File: config.mk
export PLATFORM = sky130hd
export DESIGN_NAME = secded_quad_fix
export DESIGN_NICKNAME = d
export VERILOG_FILES = /design/src/rtl/secded_pkg.sv /design/src/rtl/syn_classify.sv /design/src/rtl/syn_locate.sv /design/src/rtl/quad_bit_flip.sv /design/src/rtl/secded_quad_fix.sv
export SDC_FILE = /design/constraint.sdc
export NUM_CORES = 1
export LEC_CHECK = 0
export ABC_AREA = 0
export BUFFER_PORTS_ARGS = -buffer_cell sky130_fd_sc_hd__clkbuf_2
export CORE_MARGIN = 4
export CORE_UTILIZATION = 35
export CTS_CLUSTER_SIZE = 20
export DETAILED_ROUTE_END_ITERATION = 16
export GPL_TIMING_DRIVEN = 0
export SLEW_MARGIN = 20
export SYNTH_ARGS = -nofsm -noshare
export SYNTH_HDL_FRONTEND = slang
export SYNTH_SLANG_ARGS = --single-unit
File: constraint.sdc
create_clock -name clk -period 5.8 [get_ports clk]
set_input_delay 0 -clock clk [delete_from_list [all_inputs] [get_ports clk]]
set_output_delay 0 -clock clk [all_outputs]
set_load 0.02 [all_outputs]
File: src/rtl/secded_pkg.sv
package secded_pkg;

   typedef enum logic [2:0] {
      ERR_NONE    = 3'd0,
      ERR_CHECK   = 3'd1,
      ERR_SINGLE  = 3'd2,
      ERR_BADCODE = 3'd3,
      ERR_MULTI   = 3'd4
   } err_class_e;

   localparam int CLASS_W     = 3;
   localparam int WORD_CODE_W = 3;

endpackage

File: src/rtl/syn_classify.sv
module syn_classify
   import secded_pkg::*;
#(
   parameter int SYN_W     = 8,
   parameter int CHK_IDX_W = $clog2(SYN_W)
) (
   input  logic [SYN_W-1:0]     syn_i,
   input  logic                 word_ok_i,
   output err_class_e           cls_o,
   output logic [CHK_IDX_W-1:0] chk_idx_o
);

   localparam int CNT_W = $clog2(SYN_W + 1);

   logic [CNT_W-1:0]     ones;
   logic                 odd_weight;
   logic [CHK_IDX_W-1:0] chk_raw;

   always_comb begin
      ones = '0;
      for (int i = 0; i < SYN_W; i++) begin
         ones = ones + CNT_W'(syn_i[i]);
      end
   end

   assign odd_weight = ^syn_i;

   always_comb begin
      if (syn_i == '0) begin
         cls_o = ERR_NONE;
      end else if (ones == CNT_W'(1)) begin
         cls_o = ERR_CHECK;
      end else if (odd_weight) begin
         cls_o = word_ok_i ? ERR_SINGLE : ERR_BADCODE;
      end else begin
         cls_o = ERR_MULTI;
      end
   end

   // Check bits are numbered from the syndrome MSB downward.
   always_comb begin
      chk_raw = '0;
      for (int i = 0; i < SYN_W; i++) begin
         if (syn_i[i]) begin
            chk_raw = CHK_IDX_W'(SYN_W - 1 - i);
         end
      end
   end

   assign chk_idx_o = (cls_o == ERR_CHECK) ? chk_raw : '0;

endmodule

File: src/rtl/syn_locate.sv
module syn_locate
   import secded_pkg::*;
#(
   parameter int SYN_W       = 8,
   parameter int WORD_IDX_W  = 2,
   parameter int BIT_IDX_W   = 4,
   parameter int WORD_LSB    = 1,
   parameter int BIT_LSB     = 4,
   parameter int LOOKUP_IMPL = 0
) (
   input  logic [SYN_W-1:0]      syn_i,
   output logic                  word_ok_o,
   output logic [WORD_IDX_W-1:0] word_o,
   output logic [BIT_IDX_W-1:0]  bit_o
);

   logic [WORD_CODE_W-1:0] code;
   assign code = syn_i[WORD_LSB +: WORD_CODE_W];

   generate
      if (LOOKUP_IMPL == 0) begin : g_table
         always_comb begin
            word_ok_o = 1'b1;
            word_o    = '0;
            case (code)
               3'd3:    word_o = WORD_IDX_W'(0);
               3'd5:    word_o = WORD_IDX_W'(1);
               3'd6:    word_o = WORD_IDX_W'(2);
               3'd7:    word_o = WORD_IDX_W'(3);
               default: word_ok_o = 1'b0;
            endcase
         end
      end else begin : g_logic
         // Valid codes have at least two of three bits set.
         assign word_ok_o = (code[2] & code[1]) | (code[2] & code[0]) |
                            (code[1] & code[0]);
         assign word_o    = {code[2] & code[1], code[2] & code[0]};
      end
   endgenerate

   generate
      for (genvar k = 0; k < BIT_IDX_W; k++) begin : g_rev
         assign bit_o[BIT_IDX_W-1-k] = syn_i[BIT_LSB + k];
      end
   endgenerate

endmodule

File: src/rtl/quad_bit_flip.sv
module quad_bit_flip #(
   parameter int WORD_W     = 16,
   parameter int NUM_WORDS  = 4,
   parameter int WORD_IDX_W = $clog2(NUM_WORDS),
   parameter int BIT_IDX_W  = $clog2(WORD_W),
   parameter int DATA_W     = WORD_W * NUM_WORDS
) (
   input  logic [DATA_W-1:0]     data_i,
   input  logic                  en_i,
   input  logic [WORD_IDX_W-1:0] word_i,
   input  logic [BIT_IDX_W-1:0]  bit_i,
   output logic [DATA_W-1:0]     data_o
);

   generate
      for (genvar w = 0; w < NUM_WORDS; w++) begin : g_word
         logic word_hit;
         assign word_hit = en_i && (word_i == WORD_IDX_W'(w));
         for (genvar b = 0; b < WORD_W; b++) begin : g_bit
            localparam int POS = DATA_W - 1 - (w * WORD_W + b);
            assign data_o[POS] = data_i[POS] ^
                                 (word_hit && (bit_i == BIT_IDX_W'(b)));
         end
      end
   endgenerate

endmodule

File: src/rtl/secded_quad_fix.sv
module secded_quad_fix
   import secded_pkg::*;
#(
   parameter int WORD_W      = 16,
   parameter int NUM_WORDS   = 4,
   parameter int SYN_W       = 8,
   parameter int LOOKUP_IMPL = 0,
   localparam int DATA_W     = WORD_W * NUM_WORDS,
   localparam int WORD_IDX_W = $clog2(NUM_WORDS),
   localparam int BIT_IDX_W  = $clog2(WORD_W),
   localparam int CHK_IDX_W  = $clog2(SYN_W)
) (
   input  logic                  clk,
   input  logic                  rst,
   input  logic                  chk_valid,
   input  logic [SYN_W-1:0]      chk_syn,
   input  logic [DATA_W-1:0]     chk_data,
   output logic                  res_valid,
   output logic [CLASS_W-1:0]    res_class,
   output logic [CHK_IDX_W-1:0]  res_chk_idx,
   output logic [WORD_IDX_W-1:0] res_word_idx,
   output logic [BIT_IDX_W-1:0]  res_bit_idx,
   output logic [DATA_W-1:0]     res_data
);

   localparam int WORD_LSB = 1;
   localparam int BIT_LSB  = WORD_LSB + WORD_CODE_W;

   generate
      if ((1 << BIT_IDX_W) != WORD_W) begin : g_bad_word_w
         $error("WORD_W must be a power of two");
      end
      if (NUM_WORDS != 4) begin : g_bad_words
         $error("word lookup decodes exactly four words");
      end
      if (SYN_W != BIT_LSB + BIT_IDX_W) begin : g_bad_syn
         $error("SYN_W must cover parity, word code and bit nibble");
      end
      if (LOOKUP_IMPL != 0 && LOOKUP_IMPL != 1) begin : g_bad_impl
         $error("LOOKUP_IMPL must be 0 or 1");
      end
   endgenerate

   err_class_e            cls_c;
   logic                  word_ok_c;
   logic [WORD_IDX_W-1:0] word_c;
   logic [BIT_IDX_W-1:0]  bit_c;
   logic [CHK_IDX_W-1:0]  chk_c;
   logic [DATA_W-1:0]     fixed_c;
   logic                  fix_en_c;

   syn_locate #(
      .SYN_W       (SYN_W),
      .WORD_IDX_W  (WORD_IDX_W),
      .BIT_IDX_W   (BIT_IDX_W),
      .WORD_LSB    (WORD_LSB),
      .BIT_LSB     (BIT_LSB),
      .LOOKUP_IMPL (LOOKUP_IMPL)
   ) u_locate (
      .syn_i     (chk_syn),
      .word_ok_o (word_ok_c),
      .word_o    (word_c),
      .bit_o     (bit_c)
   );

   syn_classify #(
      .SYN_W     (SYN_W),
      .CHK_IDX_W (CHK_IDX_W)
   ) u_classify (
      .syn_i     (chk_syn),
      .word_ok_i (word_ok_c),
      .cls_o     (cls_c),
      .chk_idx_o (chk_c)
   );

   assign fix_en_c = (cls_c == ERR_SINGLE);

   quad_bit_flip #(
      .WORD_W    (WORD_W),
      .NUM_WORDS (NUM_WORDS)
   ) u_flip (
      .data_i (chk_data),
      .en_i   (fix_en_c),
      .word_i (word_c),
      .bit_i  (bit_c),
      .data_o (fixed_c)
   );

   always_ff @(posedge clk) begin
      if (rst) begin
         res_valid    <= 1'b0;
         res_class    <= ERR_NONE;
         res_chk_idx  <= '0;
         res_word_idx <= '0;
         res_bit_idx  <= '0;
         res_data     <= '0;
      end else begin
         res_valid <= chk_valid;
         if (chk_valid) begin
            res_class    <= cls_c;
            res_chk_idx  <= chk_c;
            res_word_idx <= fix_en_c ? word_c : '0;
            res_bit_idx  <= fix_en_c ? bit_c : '0;
            res_data     <= fixed_c;
         end
      end
   end

endmodule

======== Yosys cells after proc, flatten, opt, wreduce, memory -nomap -nowiden ========
Cells that the tools add are included.
cells by class
  add/sub/neg operators ................... 7
  eq/ne operators ......................... 25
  mux-type cells .......................... 17
  bitwise gates (word level) .............. 64
  reductions and logical operators ........ 73
operators with widths
  cell                                                  count
  logical AND 1 bit                                     68
  XOR 1 bit                                             64
  two-way mux 3 bit                                     12
  equality test 4 bit (second input constant)           8
  adder 4 x 1 -> 4 bit                                  6
  equality test 4 x 3 -> 1 bit (second input constant)  4
  equality test 3 bit (second input constant)           3
  equality test 4 x 1 -> 1 bit (second input constant)  2
  equality test 4 x 2 -> 1 bit (second input constant)  2
  logical NOT 8 bit                                     1
  XOR reduction 8 bit                                   1
  equality test 3 x 2 -> 1 bit (second input constant)  2
  case mux 2 bit (3 select lines)                       1
  equality test 2 bit (second input constant)           2
  logical NOT 4 bit                                     1
  two-way mux 4 bit                                     1
  OR reduction 4 bit                                    1
  equality test 3 x 1 -> 1 bit (second input constant)  1
  adder 1 x 1 -> 2 bit                                  1
  equality test 2 x 1 -> 1 bit (second input constant)  1
  logical NOT 2 bit                                     1
  two-way mux 1 bit                                     2
  two-way mux 2 bit                                     1
storage, ports and cells
  bits in registers ....................... 77
  input port bits ......................... 75
  output and inout bits ................... 77
  logic and storage cells ................. 192

======== Logic depth before layout (Yosys ltp) ========
  depth in word-level cells ............... 14
  depth in mapped cells ................... 16
  gate-level depth less buffers ........... 13

======== Hierarchy ========
Synthesis repeated with hierarchy kept, for this count alone.
second synthesis, totals
  cell total of the unflattened synthesis .. 472
  area total of the unflattened synthesis .. 4335.4 µm²
by module, submodules not included
  module           times used  cells an instance  area each (µm²)  seq. area each (µm²)
  secded_quad_fix  1           256                2777.7           1541.5
  quad_bit_flip    1           160                1097.3           0.0
  syn_classify     1           49                 404.1            0.0
  syn_locate       1           7                  56.3             0.0

======== Worst setup path after synthesis ========
OpenSTA, ideal clock, no wires.
  path type ............................... input-to-reg
  start point ............................. input chk_syn[1]
  end point ............................... register res_data[17]
  setup time .............................. 0.091 ns
  arrival time ............................ 3.537 ns
  required time ........................... 5.709 ns
  slack ................................... 2.172 ns
  cell stages on the path ................. 14
  buffers on the path ..................... 2
  path through ............................ inv_1 > ha_1 > inv_1 > fa_1 > fa_1 > fa_1 > fa_1 > nor2b_1 > a31oi_2 > o211ai_1 > buf_4 > buf_6 > or4_1 > a311oi_1
between the ends
  word-level cells in the longest chain between the ends .. 14
  elaborated cells between the ends (all ways) .. 26
  those cells by class .................... add/sub: 7; eq/ne: 7; mux: 6; bitwise: 1; reduce/logical: 5
RTL lines
  what                                RTL line                source
  from (decl)                         secded_quad_fix.sv:16   input logic [SYN_W-1:0] chk_syn,
  adder 1 x 1 -> 2 bit                syn_classify.sv:22      ones = ones + CNT_W'(syn_i[i]);
  adder 4 x 1 -> 4 bit (6 in series)  syn_classify.sv:22
  equality test 4 x 1 -> 1 bit        syn_classify.sv:31      end else if (ones == CNT_W'(1)) begin
  two-way mux 3 bit                   syn_classify.sv:31
  two-way mux 3 bit                   syn_classify.sv:29      if (syn_i == '0) begin
  equality test 3 x 2 -> 1 bit        secded_quad_fix.sv:76   assign fix_en_c = (cls_c == ERR_SINGLE);
  logical AND 1 bit (*)               quad_bit_flip.sv:18     assign word_hit = en_i && (word_i == WORD_IDX_W'(w));
  logical AND 1 bit (*)               quad_bit_flip.sv:22     (word_hit && (bit_i == BIT_IDX_W'(b)));
  XOR 1 bit (*)                       quad_bit_flip.sv:21     assign data_o[POS] = data_i[POS] ^
  to (signal assigned)                secded_quad_fix.sv:104  res_data <= fixed_c;
  to (decl)                           secded_quad_fix.sv:23   output logic [DATA_W-1:0] res_data
Every way passes the cells marked *; elsewhere a longest branch is shown, timed or not.
A chain may end at the register's enable or synchronous reset.

======== Final worst setup path ========
  start point ............................. input chk_syn[1]
  end point ............................... register res_data[31]
The elaborated chain is that of the path after synthesis.

==> results.toml <==
[sta]
finalCritPeriodShare = 0.673
clock_skew_ns = 0
hold_viol = 0
worst_slew_pin_slew_ns = 0.864
rsz0062_at_grt = "no"
drv_slew = 0
setup_viol = 0
relSlewSlack = 0.420
tns_ns = 0
min_period_ns = 3.90
timing.fmax_mhz = 256

[power]
p_total_uw = 1690
power_frac_comb = 0.321
p_per_area_mw_per_mm2 = 267
max-vdd-ir-drop_mv = 0.130
switchingPower_uw = 607
p_int_uw = 1090
swShare = 0.359
pwr-share-clk = 0.331
pwr-share-seq = 0.348
p_leak_uw = 0.00249

[global_routing]
grt.busiest_layer = "met2"
grtUsageMet1 = 0.295
grt_usage = 0.227
grt_pass1_wl_um = 26200
grt_pass1_vias = 5184
gr-total-overflow = 0
grt_max_degree = 12
antenna_found_initial = 0
met2_usage = 0.371
met3_usage = 0.0508

[floorplan]
die_h_um = 121
die_x_um = 121
die-area_mm2 = 0.0146
rows = 41
core_mm2 = 0.0126
ios = 152
initial_core_util = 0.356

[place]
io_buffers = 149
dp_hpwl_um = 12500
gp_congestion = 0.901

[finish]
nets = 890
areaGrowthSynthToFinish_pct = 42.1
diodes = 0
final_layout_size_suffix_gt1_frac = 0.217
fin_util = 0.505

[worst_setup_path]
end_kind = "flip-flop"
crit_fanout = 10
crit_type = "primary input to flip-flop"
rr_startpoint = "res_data[52]"
cp-start-kind = "primary input"
r2r-end = "res_data[52]"
rrSetupSlack_ns = 4.97
critical_path_required_ns = 6.05
r2r_cells = 2
arrival_ns = 4.15

[synth]
syn_nets = 666
synthArstFlopShare = 0
ys_seq_area_frac = 0.345
synth_edf_count = 0
synth.avg_cell_area_um2 = 7.84
synth_area_mm2 = 0.00447
synthCells = 570
synth-main-ff-cell = "dfxtp_1"
yosys_warnings = 0
ys_types = 40
ys_ff_latch = 77

[detailed_routing]
drt_iter0_drc = 381
vias_per_cell = 5.49
antenna_left = 0
wl_per_cell_um = 17.4
drc = 0
vias = 5319
drt-pass1-iter-count = 5
finalWirelength_um = 16900

[clock_tree]
cts_inserted_buffers = 9
cts-root-buf = "clkbuf_16"
clkTransAtPathRegs_ns = 0.06
cts_tree = "yes"
clk_path_buf_depth = 2
clkLatencyLatePin_ns = 0.34
cts_num_sinks = 77
htree_num_levels = 3

[worst_hold_path]
worstHoldEndpoint = "res_bit_idx[0]"
holdPathStages = 3
min-delay-start = "chk_syn[7]"
hold_class = "primary input to flip-flop"

[outcome]
status = "finished, final reports clean"

[flow_run]
cap_violations = 0
## repair_timing
item,4_1_cts,5_1_grt
resized for setup,0,0
hold endpoints to repair,64,0
buffers inserted,0,0
hold buffers,64,0
## through the flow
stage	instance area [µm²]	hold slack, ns	cells	worst slack [ns]
after floorplan	4470	0.170	570	2.17
after global placement	5430	0.280	891	1.65
after detailed placement	5430	0.285	891	1.57
after CTS	6350	0.00200	969	1.88
after global routing	6350	0.0462	969	1.63
final	6350	0.0177	969	1.90
## worst max-delay path: stages
cell      delay [ns]
clkbuf_2        0.15
inv_1           0.09
ha_1            0.32
inv_1           0.06
fa_1            0.50
fa_1            0.42
fa_1            0.41
fa_1            0.40
nor2_1          0.18
a31oi_2         0.16
o211ai_1        0.26
buf_4           0.25
buf_2           0.22
buf_2           0.28
o31ai_1         0.13
a311oi_1        0.30
## layout make-up
| type | count | area, µm² |
|---|---|---|
| Clock inverter | 2 | 35.0 |
| Tap cell | 172 | 215 |
| Fill cell | 1198 | 6220 |
| Multi-Input combinational cell | 418 | 2620 |
| Timing Repair Buffer | 213 | 1390 |
| Clock buffer | 12 | 246 |
| Inverter | 16 | 60.1 |
| Sequential cell | 77 | 1540 |
| Buffer | 59 | 248 |
## logic make-up (layout without fill, tap and decap cells)
family | after synthesis | after routing | share of synthesized area
AOI/OAI and AO/OA | 156 | 156 | 0.260
DFF | 77 | 77 | 0.345
buffers and inverters | 75 | 302 | 0.0689
and+or+nand+nor | 237 | 237 | 0.253
xor gates and xnor gates | 4 | 4 | 0.00784
adders and majority gates | 21 | 21 | 0.0655
## registers in the layout (all words and copies together), names as in the netlist
name	count
res_word_idx	2
res_chk_idx	3
res_class	3
res_bit_idx	4
res_valid	1
res_data	64
## cells in the final DEF, fill, tap and decap left out, types with 4 or more instances in the layout
cell type / netlist / routed
nand3_1: 18 / 18
dfxtp_1: 77 / 77
o31ai_1: 32 / 32
nor2_1: 91 / 91
fa_1: 4 / 4
o21ai_0: 34 / 34
or4_1: 31 / 31
nand2_1: 56 / 56
ha_1: 17 / 17
clkbuf_16: 0 / 9
a21oi_1: 7 / 7
or3_1: 33 / 33
inv_1: 16 / 16
dlygate4sd3_1: 0 / 64
a32oi_1: 6 / 6
buf_2: 5 / 5
a311oi_1: 64 / 64
clkbuf_1: 48 / 50
clkbuf_2: 1 / 150
## power by group through the flow
stage / Sequential [µW] / Combinational (µW) / Clock (µW)
finish: 590 / 544 / 560
global route: 594 / 594 / 588
CTS: 590 / 535 / 568
detailed placement: 601 / 498 / 0
global placement: 600 / 487 / 0
floorplan: 643 / 271 / 0
## routing by layer
layer  vias up  wire length (µm)
met5         -                 0
met4         0               238
met3        21              1410
met2       234              7870
met1      2489              7390
li1       2575                 -
## worst max-delay path by stage
| stage | start | to | depth (start not counted) | slack [ns] |
|---|---|---|---|---|
| floorplan | chk_syn[1] | res_data[17] | 14 | 2.17 |
| global placement | chk_syn[1] | res_data[29] | 16 | 1.65 |
| global route | chk_syn[1] | res_data[3] | 15 | 1.63 |
| detailed placement | chk_syn[1] | res_data[61] | 15 | 1.57 |
| CTS | chk_syn[1] | res_data[11] | 16 | 1.88 |
| finish | chk_syn[1] | res_data[31] | 16 | 1.90 |
## synthesized netlist by cell type (2+ instances only)
cell type | number | share of area
a21oi_1 | 7 | 0.0078
nand3_1 | 18 | 0.020
buf_1 | 2 | 0.0017
nand2b_1 | 2 | 0.0028
buf_2 | 5 | 0.0056
o31ai_1 | 32 | 0.054
dfxtp_1 | 77 | 0.35
a311oi_1 | 64 | 0.13
or3_1 | 33 | 0.046
o21ai_0 | 34 | 0.038
nor2_1 | 91 | 0.076
nor3_1 | 2 | 0.0022
or4_1 | 31 | 0.052
nand2_1 | 56 | 0.047
clkbuf_1 | 48 | 0.040
fa_1 | 4 | 0.018
xor2_1 | 2 | 0.0039
a32oi_1 | 6 | 0.012
ha_1 | 17 | 0.048
buf_6 | 2 | 0.0050
inv_1 | 16 | 0.013
xnor2_1 | 2 | 0.0039
nor4_1 | 2 | 0.0028
Note: power is estimated with default switching activity, not from simulation.
